$ cat src/rtl/wfx_pkg.sv
package wfx_pkg;
  localparam int SEL_W = 7;

  typedef enum logic [2:0] {
    OP_OTHER = 3'd0,
    OP_WFE   = 3'd1,
    OP_WFI   = 3'd2,
    OP_SEV   = 3'd3,
    OP_SEVL  = 3'd4
  } hint_op_e;

  typedef enum logic [1:0] {
    ST_IDLE    = 2'd0,
    ST_RESP    = 2'd1,
    ST_SLP_WFE = 2'd2,
    ST_SLP_WFI = 2'd3
  } ctl_st_e;

  function automatic hint_op_e decode_hint(input logic [SEL_W-1:0] sel);
    case (sel)
      7'b0000010: decode_hint = OP_WFE;
      7'b0000011: decode_hint = OP_WFI;
      7'b0000100: decode_hint = OP_SEV;
      7'b0000101: decode_hint = OP_SEVL;
      default:    decode_hint = OP_OTHER;
    endcase
  endfunction

  // Whether trap stage lvl (1..3) applies in the present context
  function automatic logic stage_applies(input int lvl, input logic [1:0] el,
                                         input logic el2_on, input logic host,
                                         input logic el3_on);
    case (lvl)
      1:       stage_applies = (el == 2'd0);
      2:       stage_applies = (el <= 2'd1) && el2_on && !host;
      3:       stage_applies = el3_on && (el != 2'd3);
      default: stage_applies = 1'b0;
    endcase
  endfunction
endpackage

$ cat src/rtl/wfx_hint_decode.sv
module wfx_hint_decode
  import wfx_pkg::*;
(
  input  logic [SEL_W-1:0] sel,
  output logic             is_wfe,
  output logic             is_wfi,
  output logic             is_sev,
  output logic             is_sevl
);
  hint_op_e op;
  assign op      = decode_hint(sel);
  assign is_wfe  = (op == OP_WFE);
  assign is_wfi  = (op == OP_WFI);
  assign is_sev  = (op == OP_SEV);
  assign is_sevl = (op == OP_SEVL);
endmodule

$ cat src/rtl/wfx_trap_sel.sv
module wfx_trap_sel
  import wfx_pkg::*;
#(
  parameter int NUM_LVL = 3,
  parameter int EL_W    = 2
) (
  input  logic [EL_W-1:0]    cur_el,
  input  logic               el2_en,
  input  logic               host_mode,
  input  logic               el3_impl,
  input  logic [NUM_LVL-1:0] en,
  output logic               hit,
  output logic [EL_W-1:0]    tgt
);
  logic [NUM_LVL-1:0] applies;
  logic [NUM_LVL-1:0] fires;

  generate
    for (genvar g = 0; g < NUM_LVL; g++) begin : g_stage
      assign applies[g] = stage_applies(g + 1, cur_el, el2_en, host_mode, el3_impl);
      assign fires[g]   = applies[g] & en[g];
    end
  endgenerate

  // Lowest stage wins: scan downward so the last hit written is the first stage
  always_comb begin
    hit = 1'b0;
    tgt = '0;
    for (int i = NUM_LVL - 1; i >= 0; i--) begin
      if (fires[i]) begin
        hit = 1'b1;
        tgt = EL_W'(i + 1);
      end
    end
  end
endmodule

$ cat src/rtl/wfx_event_reg.sv
module wfx_event_reg (
  input  logic clk,
  input  logic rst_n,
  input  logic set_i,
  input  logic clr_i,
  output logic ev_q
);
  always_ff @(posedge clk) begin
    if (!rst_n)     ev_q <= 1'b0;
    else if (set_i) ev_q <= 1'b1;
    else if (clr_i) ev_q <= 1'b0;
  end


  ev_set_wins_chk: assert property (@(posedge clk) disable iff (!rst_n)
    set_i |=> ev_q);
endmodule

$ cat src/rtl/wfx_sleep_ctrl.sv
module wfx_sleep_ctrl
  import wfx_pkg::*;
#(
  parameter int NUM_LVL = 3,
  parameter int EL_W    = 2
) (
  input  logic               clk,
  input  logic               rst_n,
  input  logic               hint_valid,
  input  logic [6:0]         hint_sel,
  input  logic [EL_W-1:0]    cur_el,
  input  logic               el2_en,
  input  logic               host_mode,
  input  logic               el3_impl,
  input  logic [NUM_LVL-1:0] wfe_trap_en,
  input  logic [NUM_LVL-1:0] wfi_trap_en,
  input  logic               irq_pend,
  input  logic               ext_event,
  output logic               trap_req,
  output logic [EL_W-1:0]    trap_el,
  output logic               trap_is_wfi,
  output logic               sleeping,
  output logic               sev_out,
  output logic               done
);
  ctl_st_e state_q, state_d;
  logic is_wfe, is_wfi, is_sev, is_sevl;
  logic accept, ev_q, hit;
  logic [EL_W-1:0] tgt;
  logic [NUM_LVL-1:0] sel_en;
  logic wfe_acc, wfi_acc, wfe_consume, wfe_trap, wfe_sleep;
  logic wfi_now, wfi_trap, wfi_sleep, trap_any, sleep_any;
  logic wake_wfe, wake_wfi, wake_any, ev_set, ev_clr;

  assign accept = (state_q == ST_IDLE) && hint_valid;

  wfx_hint_decode u_dec (
    .sel(hint_sel), .is_wfe(is_wfe), .is_wfi(is_wfi),
    .is_sev(is_sev), .is_sevl(is_sevl)
  );

  assign sel_en = is_wfi ? wfi_trap_en : wfe_trap_en;

  wfx_trap_sel #(.NUM_LVL(NUM_LVL), .EL_W(EL_W)) u_trap (
    .cur_el(cur_el), .el2_en(el2_en), .host_mode(host_mode),
    .el3_impl(el3_impl), .en(sel_en), .hit(hit), .tgt(tgt)
  );

  // Outcome of an accepted hint
  assign wfe_acc     = accept && is_wfe;
  assign wfi_acc     = accept && is_wfi;
  assign wfe_consume = wfe_acc && ev_q;
  assign wfe_trap    = wfe_acc && !ev_q && hit;
  assign wfe_sleep   = wfe_acc && !ev_q && !hit;
  assign wfi_now     = wfi_acc && irq_pend;
  assign wfi_trap    = wfi_acc && !irq_pend && hit;
  assign wfi_sleep   = wfi_acc && !irq_pend && !hit;
  assign trap_any    = wfe_trap || wfi_trap;
  assign sleep_any   = wfe_sleep || wfi_sleep;

  // Wake conditions
  assign wake_wfe = (state_q == ST_SLP_WFE) && (ev_q || ext_event || irq_pend);
  assign wake_wfi = (state_q == ST_SLP_WFI) && irq_pend;
  assign wake_any = wake_wfe || wake_wfi;

  // An event that ends a wait-for-event sleep is consumed, not latched
  assign ev_set = (ext_event && (state_q != ST_SLP_WFE)) ||
                  (accept && (is_sev || is_sevl));
  assign ev_clr = wfe_consume || wake_wfe;

  wfx_event_reg u_ev (
    .clk(clk), .rst_n(rst_n), .set_i(ev_set), .clr_i(ev_clr), .ev_q(ev_q)
  );

  always_comb begin
    state_d = state_q;
    case (state_q)
      ST_IDLE: begin
        if (wfe_sleep)      state_d = ST_SLP_WFE;
        else if (wfi_sleep) state_d = ST_SLP_WFI;
        else if (accept)    state_d = ST_RESP;
      end
      ST_RESP:    state_d = ST_IDLE;
      ST_SLP_WFE: if (wake_wfe) state_d = ST_RESP;
      ST_SLP_WFI: if (wake_wfi) state_d = ST_RESP;
      default:    state_d = ST_IDLE;
    endcase
  end

  always_ff @(posedge clk) begin
    if (!rst_n) begin
      state_q     <= ST_IDLE;
      done        <= 1'b0;
      trap_req    <= 1'b0;
      trap_el     <= '0;
      trap_is_wfi <= 1'b0;
      sev_out     <= 1'b0;
    end else begin
      state_q     <= state_d;
      done        <= (accept && !trap_any && !sleep_any) || wake_any;
      trap_req    <= trap_any;
      trap_el     <= trap_any ? tgt : '0;
      trap_is_wfi <= wfi_trap;
      sev_out     <= accept && is_sev;
    end
  end

  assign sleeping = (state_q == ST_SLP_WFE) || (state_q == ST_SLP_WFI);


  trap_excl_chk: assert property (@(posedge clk) disable iff (!rst_n)
    trap_req |-> (!done && !sleeping && (trap_el != '0)));

  done_pulse_chk: assert property (@(posedge clk) disable iff (!rst_n)
    done |=> !done);

  sev_pulse_chk: assert property (@(posedge clk) disable iff (!rst_n)
    sev_out |=> !sev_out);

  wfi_hold_chk: assert property (@(posedge clk) disable iff (!rst_n)
    ((state_q == ST_SLP_WFI) && !irq_pend) |=> sleeping);

  busy_ignore_chk: assert property (@(posedge clk) disable iff (!rst_n)
    (sleeping && hint_valid && !wake_any) |=> (sleeping && !sev_out));

  wfe_skip_chk: assert property (@(posedge clk) disable iff (!rst_n)
    (wfe_acc && ev_q) |=> (done && !sleeping && !trap_req));
endmodule

$ cat config.mk
export PLATFORM = sky130hd
export DESIGN_NAME = wfx_sleep_ctrl
export DESIGN_NICKNAME = d
export VERILOG_FILES = /design/src/rtl/wfx_pkg.sv /design/src/rtl/wfx_hint_decode.sv /design/src/rtl/wfx_trap_sel.sv /design/src/rtl/wfx_event_reg.sv /design/src/rtl/wfx_sleep_ctrl.sv
export SDC_FILE = /design/constraint.sdc
export NUM_CORES = 1
export LEC_CHECK = 0
export ABC_AREA = 1
export BUFFER_PORTS_ARGS = -buffer_cell sky130_fd_sc_hd__buf_2
export CAP_MARGIN = 15
export CELL_PAD_IN_SITES_DETAIL_PLACEMENT = 1
export CELL_PAD_IN_SITES_GLOBAL_PLACEMENT = 2
export CORE_MARGIN = 5
export CORE_UTILIZATION = 20
export DETAILED_ROUTE_END_ITERATION = 10
export PLACE_DENSITY_LB_ADDON = 0.1
export SETUP_SLACK_MARGIN = 0.02
export SYNTH_ARGS = -nofsm -noshare
export SYNTH_HDL_FRONTEND = slang
export SYNTH_SLANG_ARGS = --single-unit
$ cat constraint.sdc
create_clock -name clk -period 1.19 [get_ports clk]
set_input_delay 0.119 -clock clk [delete_from_list [all_inputs] [get_ports clk]]
set_output_delay 0.119 -clock clk [all_outputs]
set_load 0.005 [all_outputs]
Yosys cells after proc, flatten, opt, wreduce, memory -nomap -nowiden

Cells that the tools add are included.

Logic and storage cells: 88
Register bits: 9
Output and inout port bits: 7
Input port bits: 23

Order comparisons: 1
Muxes and demuxes: 16
Reductions and logical operators: 42
Equal/unequal tests: 16
Bitwise logic cells: 5

Operators with widths:

| cell                                                 | number |
|---|---|
| logical AND 1 bit                                    | 20 |
| == test 7 x 2 -> 1 bit (second input constant)       | 2 |
| == test 7 x 3 -> 1 bit (second input constant)       | 2 |
| two-way mux 2 bit                                    | 7 |
| case mux 3 bit (4 select lines)                      | 1 |
| logical OR 1 bit                                     | 10 |
| != test 2 bit (second input constant)                | 4 |
| case mux 2 bit (4 select lines)                      | 1 |
| == test 3 x 2 -> 1 bit (second input constant)       | 2 |
| logical NOT 1 bit                                    | 6 |
| two-way mux 1 bit                                    | 6 |
| == test 2 bit (second input constant)                | 2 |
| logical NOT 2 bit                                    | 2 |
| != test 4 bit (second input constant)                | 1 |
| bitwise AND 1 bit                                    | 3 |
| == test 3 x 1 -> 1 bit (second input constant)       | 1 |
| == test 3 bit (second input constant)                | 1 |
| two-way mux 3 bit                                    | 1 |
| AND reduction 3 bit                                  | 1 |
| OR reduction 3 bit                                   | 1 |
| == test 2 x 1 -> 1 bit (second input constant)       | 1 |
| <= comparator 2 x 1 -> 1 bit (second input constant) | 1 |
| inverter 1 bit                                       | 2 |
| AND reduction 2 bit                                  | 1 |
| nonzero test 2 bit                                   | 1 |

Logic depth before layout (Yosys ltp)

Gate-level depths: netlist of run 1.

Depth in word-level cells: 14
Gate-level depth with buffers: 11
Depth with buffers taken out: 11

Modules after synthesis

From an unflattened synthesis of run 1, not the netlist that was laid out.

Cell total of the unflattened synthesis: 104
Area, all modules: 648.1 um2

Modules (own cells, without submodules):

| module          | instances | cells each | area an instance (um2) |
|---|---|---|---|
| wfx_sleep_ctrl  | 1         | 59         | 419.2 |
| wfx_hint_decode | 1         | 25         | 112.6 |
| wfx_trap_sel    | 1         | 14         | 72.6 |
| wfx_event_reg   | 1         | 6          | 43.8 |

Least setup slack after synthesis of run 1

No wires, ideal clock.

Kind: register to register
Start: reg state_q[1]
End: reg state_q[1]
Setup time: 0.066 ns
Clock period less this slack: 1.128 ns
Path buffers: 0
Required time: 1.124 ns
Stages on the path, launching flop included: 10
Setup slack: 0.062 ns
Arrival: 1.062 ns
Path through: dfxtp_1 inv_2 nand2_2 nor2_4 nand3_2 nor2_2 inv_1 nand2_1 nand2_1 a21oi_2

Cells in the longest elaborated chain, start to end: 8

RTL lines:

| item                            | line                                       | text |
|---|---|---|
| from (decl)                     | wfx_sleep_ctrl.sv:26                       | `ctl_st_e state_q, state_d;` |
| from (signal assigned)          | wfx_sleep_ctrl.sv:99                       | `state_q <= state_d;` |
| logical NOT 2 bit               | wfx_sleep_ctrl.sv:35, wfx_sleep_ctrl.sv:77 |  |
| logical AND 1 bit               | wfx_sleep_ctrl.sv:35                       | `assign accept = (state_q == ST_IDLE) && hint_valid;` |
| logical AND 1 bit               | wfx_sleep_ctrl.sv:51                       | `assign wfi_acc = accept && is_wfi;` |
| logical AND 1 bit (2 in series) | wfx_sleep_ctrl.sv:57                       | `assign wfi_sleep = wfi_acc && !irq_pend && !hit;` |
| two-way mux 2 bit               | wfx_sleep_ctrl.sv:80                       | `else if (wfi_sleep) state_d = ST_SLP_WFI;` |
| two-way mux 2 bit               | wfx_sleep_ctrl.sv:79                       | `if (wfe_sleep) state_d = ST_SLP_WFE;` |
| case mux 2 bit (4 select lines) | wfx_sleep_ctrl.sv:77                       | `case (state_q)` |

Parallel ways exist; a longest one is shown, timed or not.
A chain may end at the register's enable or synchronous reset.

Worst setup path after layout of run 1

Start: reg state_q[0]
End: reg u_ev.ev_q

Cells in the longest elaborated chain, start to end: 6

RTL lines:

| item                                | line                 | text |
|---|---|---|
| logical NOT 2 bit                   | wfx_sleep_ctrl.sv:35 |  |
| logical AND 1 bit                   | wfx_sleep_ctrl.sv:35 |  |
| logical AND 1 bit                   | wfx_sleep_ctrl.sv:50 | `assign wfe_acc = accept && is_wfe;` |
| logical AND 1 bit                   | wfx_sleep_ctrl.sv:52 | `assign wfe_consume = wfe_acc && ev_q;` |
| logical OR 1 bit                    | wfx_sleep_ctrl.sv:69 | `assign ev_clr = wfe_consume \|\| wake_wfe;` |
| nonzero test 2 bit (no source line) | --                   |  |
| to (signal assigned)                | wfx_event_reg.sv:9   | `if (!rst_n) ev_q <= 1'b0;` |
| to (signal assigned)                | wfx_event_reg.sv:10  | `else if (set_i) ev_q <= 1'b1;` |
| to (signal assigned)                | wfx_event_reg.sv:11  | `else if (clr_i) ev_q <= 1'b0;` |
| to (decl)                           | wfx_event_reg.sv:6   | `output logic ev_q` |

Parallel ways exist; a longest one is shown, timed or not.

==> metrics.cfg, run 1 <==
[outcome]
outcome = complete, no violations

[critical_path]
reg2reg_depth = 7
cp.required_ps = 1330
cp_max_fo = 3
rr_startpoint = state_q[0]$_SDFFE_PN0P_
crit_type = reg2reg
worstSetupEndpoint = u_ev.ev_q$_SDFFE_PN0P_
crit_start = state_q[0]$_SDFFE_PN0P_
cp-end-kind = register
cp-start-kind = register
crit_arrival_ps = 1310
reg2reg_slack_ps = 20
reg2reg_to = u_ev.ev_q$_SDFFE_PN0P_

[layout]
antenna_cells = 0
area_growth_pct = 51.6
final_cell_mix = buf_2, inv_1, nand2_1
layout.nets = 156
drive_gt1_frac = 0.545
finalCoreUtilization = 0.312
final_common_cell = buf_2

[cts]
cts_buffers = 3
clkTransAtPathRegs_ps = 60
cts_tree = yes
holdBufCountCts = 0
cts.htree.levels = 1
cts_root_buffer = clkbuf_4
clock_sinks = 9
insertion_delay_ps = 260
cts_buffer_depth = 2

[floorplan]
core_area_mm2 = 0.00300
ios = 30
die-area_mm2 = 0.00430
rows = 20
start_util = 0.206
die_h_um = 65.6
fp.dieW_um = 65.6

[sta]
fin_crit_sh = 0.983
max_freq_ghz = 0.855
slew_headroom = 0.832
slew_violations = 0
finClkSkew_ps = 6.80
min_period_ps = 1170
fin_ws_ps = 20.5
finalSetupViolations = 0
hold_viol = 0
rsz0062_at_grt = yes
worstMarginPinSlew_ps = 250

[hold_path]
holdPathStages = 3
min_path_type = in2reg

[global_routing]
grt.met1_usage = 0.116
grt_pass1_vias = 805
grt_overflow = 0
grt_use_met2 = 0.162
grt_usage = 0.0969
use_met3 = 0.0427
grt_first_pass_wirelength_mm = 3.25
top_usage_layer = met2
grt_max_degree = 8
antenna_found_initial = 0

[drt]
drtIter0Drc = 19
viasPerCell = 4.25
vias = 701
drtAntennaViolNets = 0
routed_wirelength_mm = 1.80
drt_pre_antenna_iters = 4
drc = 0
wl_per_cell_um = 10.9

[pwr]
powerDensity_mw_per_mm2 = 844
p_leak_nw = 0.494
vdd_drop_max_v = 0.000319

[logic_synthesis]
netlist_instances = 89
synth.avg_cell_area_um2 = 6.94
synth_top_cells_by_area = dfxtp_1, inv_1, nand3_2
synth_area_um2 = 618
synth.distinct_cells = 23
synth_nets = 112
synth_top_area_share = 0.291
synth-seq-cells = 9
yosysWarnings = 0
yosysSeqAreaShare = 0.291
synth_top_area_cell = dfxtp_1

[placement]
pre_cts_ws_ps = -50.6
dp_hpwl_mm = 1.57
gp_congestion = 0.675
io_buffers = 29

[flow_run]
maxCapViolations = 0

layer usage:
metal / share of wire / vias to the layer above
li1: - / 372
met1: 0.44 / 306
met2: 0.46 / 21
met3: 0.088 / 2
met4: 0.0022 / 0
met5: 0 / -
layout make-up:
class | instances | area (um2)
Sequential cell | 9 | 181
Tap cell | 33 | 41.3
Timing Repair Buffer | 40 | 231
Multi-Input combinational cell | 59 | 382
Fill cell | 398 | 2070
Clock buffer | 4 | 26.3
Inverter | 20 | 75.1
sequential cells by signal (all words and copies together) (netlist names):
| signal | count |
|---|---|
| sev_out | 1 |
| done | 1 |
| trap_el | 2 |
| u_ev.ev_q | 1 |
| trap_is_wfi | 1 |
| trap_req | 1 |
| state_q | 2 |
timing repair:
item                                    in CTS  in global routing
resized for setup                            6                  3
endpoints found under the setup margin       7                  8
pin swaps                                    1                  1
gates cloned                                 0                  0
buffers inserted                             1                  0
worst max-delay path, stage by stage (launching register included):
cell,delay (ps)
dfxtp_1,320
inv_2,60
nand2_2,70
nor2_4,100
nand3_2,100
buf_4,140
o211ai_1,170
a31oi_1,100
through the flow:
stage          TNS (ps)  power [mW]  hold slack, ps  instance area [um2]  cells
2_1_floorplan         0       0.446             257                  618     89
3_3_place_gp      -91.5       0.550             427                  876    160
3_5_place_dp       -194       0.552             431                  876    160
4_1_cts               0       0.803             160                  926    165
5_1_grt            -437       0.860             163                  937    165
6_report              0       0.791             162                  937    165
synthesized netlist by cell type:
library cell	count
a21oi_2	1
inv_2	4
or2_2	1
dfxtp_1	9
inv_1	16
nand3_2	5
nand3b_1	2
a21boi_0	1
nor3b_1	1
o211ai_1	1
nand4_1	4
nor2_1	5
a31oi_1	2
o21ai_0	4
nand2_2	5
nor2_2	2
nor2_4	4
nand2_1	12
a21oi_1	3
nand3_1	4
nor4_1	1
clkbuf_1	1
nor3_1	1
worst min-delay path by stage:
stage	to	slack (ps)	start
final	state_q[0]$_SDFFE_PN0P_	160	rst_n
after global routing	trap_el[0]$_SDFF_PN0_	160	rst_n
after global placement	state_q[0]$_SDFFE_PN0P_	430	rst_n
after CTS	state_q[0]$_SDFFE_PN0P_	160	rst_n
after floorplan	trap_el[0]$_SDFF_PN0_	260	rst_n
after detailed placement	trap_el[0]$_SDFF_PN0_	430	rst_n
cells by family after synthesis:
kind of cell	Yosys count	synth area share
buf+inv	21	0.128
compound gates	12	0.115
simple gates	47	0.466
flops	9	0.291
power breakdown:
group	switching [mW]	total [mW]	leakage [nW]	internal, mW
sequential	0.00786	0.324	0.0739	0.317
combinational	0.123	0.233	0.405	0.111
clock	0.104	0.233	0.0150	0.129
Note: power is estimated with default switching activity, not from simulation.
==> run 2: changes to the inputs <==
--- a/config.mk
+++ b/config.mk
@@ -6,6 +6,7 @@
 export NUM_CORES = 1
 export LEC_CHECK = 0
 export ABC_AREA = 1
+export ABC_CLOCK_PERIOD_IN_PS = 1190
 export BUFFER_PORTS_ARGS = -buffer_cell sky130_fd_sc_hd__buf_2
 export CAP_MARGIN = 15
 export CELL_PAD_IN_SITES_DETAIL_PLACEMENT = 1
@@ -14,7 +15,8 @@
 export CORE_UTILIZATION = 20
 export DETAILED_ROUTE_END_ITERATION = 10
 export PLACE_DENSITY_LB_ADDON = 0.1
-export SETUP_SLACK_MARGIN = 0.02
+export RECOVER_POWER = 25
+export SETUP_SLACK_MARGIN = 0.4
 export SYNTH_ARGS = -nofsm -noshare
 export SYNTH_HDL_FRONTEND = slang
 export SYNTH_SLANG_ARGS = --single-unit
==> metrics.cfg, run 2 (synthesis gave the netlist of run 1 again) <==
[critical_path]
rr_startpoint = state_q[1]$_SDFFE_PN0P_
cp-start-kind = register
cp_max_fo = 3
cp.required_ps = 1390
cp-end-kind = register
reg2reg_slack_ps = -9
reg2reg_to = state_q[1]$_SDFFE_PN0P_
cp_slowest_cell = dfxtp_2
reg2reg_depth = 9
crit_type = reg2reg
crit_arrival_ps = 1400
slowest_delay_ps = 330
worstPathCellList = inv_2 > nand2_4 > nor2_4 > nand3_4 > nor2_4 > inv_2 > nand2_4 > nand2_2 > a21oi_2

[flow_run]
maxCapViolations = 0

[outcome]
violations = setup timing
outcome = finished, violations left

[layout]
drive_gt1_frac = 0.600
reg_top3 = state_q (2), trap_el (2)
final_cell_mix = buf_2, buf_4, inv_1
final_cells = 168
final_common_cell = buf_2
antenna_cells = 0
area_growth_pct = 65.8
finalCoreUtilization = 0.341
layout.nets = 159

[hold_path]
worstHoldStart = rst_n
min_path_type = in2reg
hold_path_end = trap_req$_SDFF_PN0_
holdPathStages = 3

[pwr]
switching_share = 0.310
total_power_mw = 0.839
vdd_drop_max_v = 0.000483
power_frac_seq = 0.390
power.internal_mw = 0.579
powerDensity_mw_per_mm2 = 818
p_comb_frac = 0.324
clkPwrFrac = 0.286
p_switching_mw = 0.260
p_leak_nw = 0.518

[cts]
cts_tree = yes
clkTransAtPathRegs_ps = 70
insertion_delay_ps = 260
cts_root_buffer = clkbuf_4
cts_buffer_depth = 2
clock_sinks = 9
cts.htree.levels = 1
holdBufCountCts = 0
cts_buffers = 3

[drt]
vias = 718
drt_pre_antenna_iters = 4
routed_wirelength_mm = 1.81
viasPerCell = 4.27
wl_per_cell_um = 10.8
drtIter0Drc = 19
drc = 0
drtAntennaViolNets = 0

[global_routing]
grt_use_met2 = 0.161
top_usage_layer = met2
antenna_found_initial = 0
grt.met1_usage = 0.103
use_met3 = 0.0427
grt_usage = 0.0911
grt_overflow = 0
grt_first_pass_wirelength_mm = 3.04
grt_max_degree = 7
grt_pass1_vias = 736

[placement]
dp_hpwl_mm = 1.57
dp_cells = 161
io_buffers = 29
gp_congestion = 0.719

[floorplan]
start_util = 0.206
ios = 30
rows = 20
core_area_mm2 = 0.00300
die_h_um = 65.6
die-area_mm2 = 0.00430
fp.dieW_um = 65.6

[sta]
min_period_ps = 1200
timing.hold.ws_ps = 154
fin_ws_ps = -8.73
rsz0062_at_grt = yes
worstMarginPinSlew_ps = 312
finalSetupViolations = 2
slew_headroom = 0.791
fin_crit_sh = 1.01
slew_violations = 0
finClkSkew_ps = 8.99
hold_viol = 0
final.setup.tns_ps = -16.8
max_freq_ghz = 0.834

## run 2: worst max-delay path by stage
| stage | start | endpoint | slack [ps] | depth (start not counted) |
|---|---|---|---|---|
| 3_5_place_dp | hint_sel[5] | trap_el[0]$_SDFF_PN0_ | -70 | 11 |
| 3_3_place_gp | hint_sel[5] | trap_req$_SDFF_PN0_ | -60 | 11 |
| 2_1_floorplan | state_q[0]$_SDFFE_PN0P_ | state_q[1]$_SDFFE_PN0P_ | 90 | 9 |
| 6_report | state_q[1]$_SDFFE_PN0P_ | state_q[1]$_SDFFE_PN0P_ | -9 | 9 |
| 5_1_grt | state_q[1]$_SDFFE_PN0P_ | state_q[0]$_SDFFE_PN0P_ | -80 | 8 |
| 4_1_cts | state_q[0]$_SDFFE_PN0P_ | state_q[1]$_SDFFE_PN0P_ | -20 | 9 |
## run 2: routing by layer
metal	up-vias	wire length, um
li1	376	-
met1	320	794
met2	20	900
met3	2	110
met4	0	4
met5	-	0
## run 2: repair_timing
action | 4_1_cts | 5_1_grt
pin swaps | 3 | 10
gates resized for setup | 7 | 8
setup buffers | 2 | 1
endpoints found under the setup margin | 13 | 16
## run 2: through the flow
step                setup WS (ps)  cell area, um2
CTS                         -23.9             988
finish                      -8.73            1020
global placement            -56.3             920
global route                -82.9            1020
floorplan                    92.5             654
detailed placement          -65.9             920
## run 2: worst max-delay path: cells and delay by family (launching register included)
kind / cells / cell delay [ps]
flip-flops: 1 / 330
buffers and inverters: 2 / 130
AO/OA/AOI/OAI: 1 / 120
AND/OR/NAND/NOR: 6 / 570
## run 2: power groups by stage
stage	combinational [mW]	sequential (mW)	clock [mW]
6_report	0.272	0.327	0.240
5_1_grt	0.303	0.329	0.277
2_1_floorplan	0.124	0.332	0
3_5_place_dp	0.241	0.331	0
4_1_cts	0.263	0.327	0.245
3_3_place_gp	0.237	0.331	0
## run 2: cell type report
class | instances | area (um2)
Fill cell | 395 | 1980
Multi-Input combinational cell | 59 | 415
Timing Repair Buffer | 43 | 264
Sequential cell | 9 | 183
Inverter | 20 | 95.1
Tap cell | 33 | 41.3
Clock buffer | 4 | 26.3
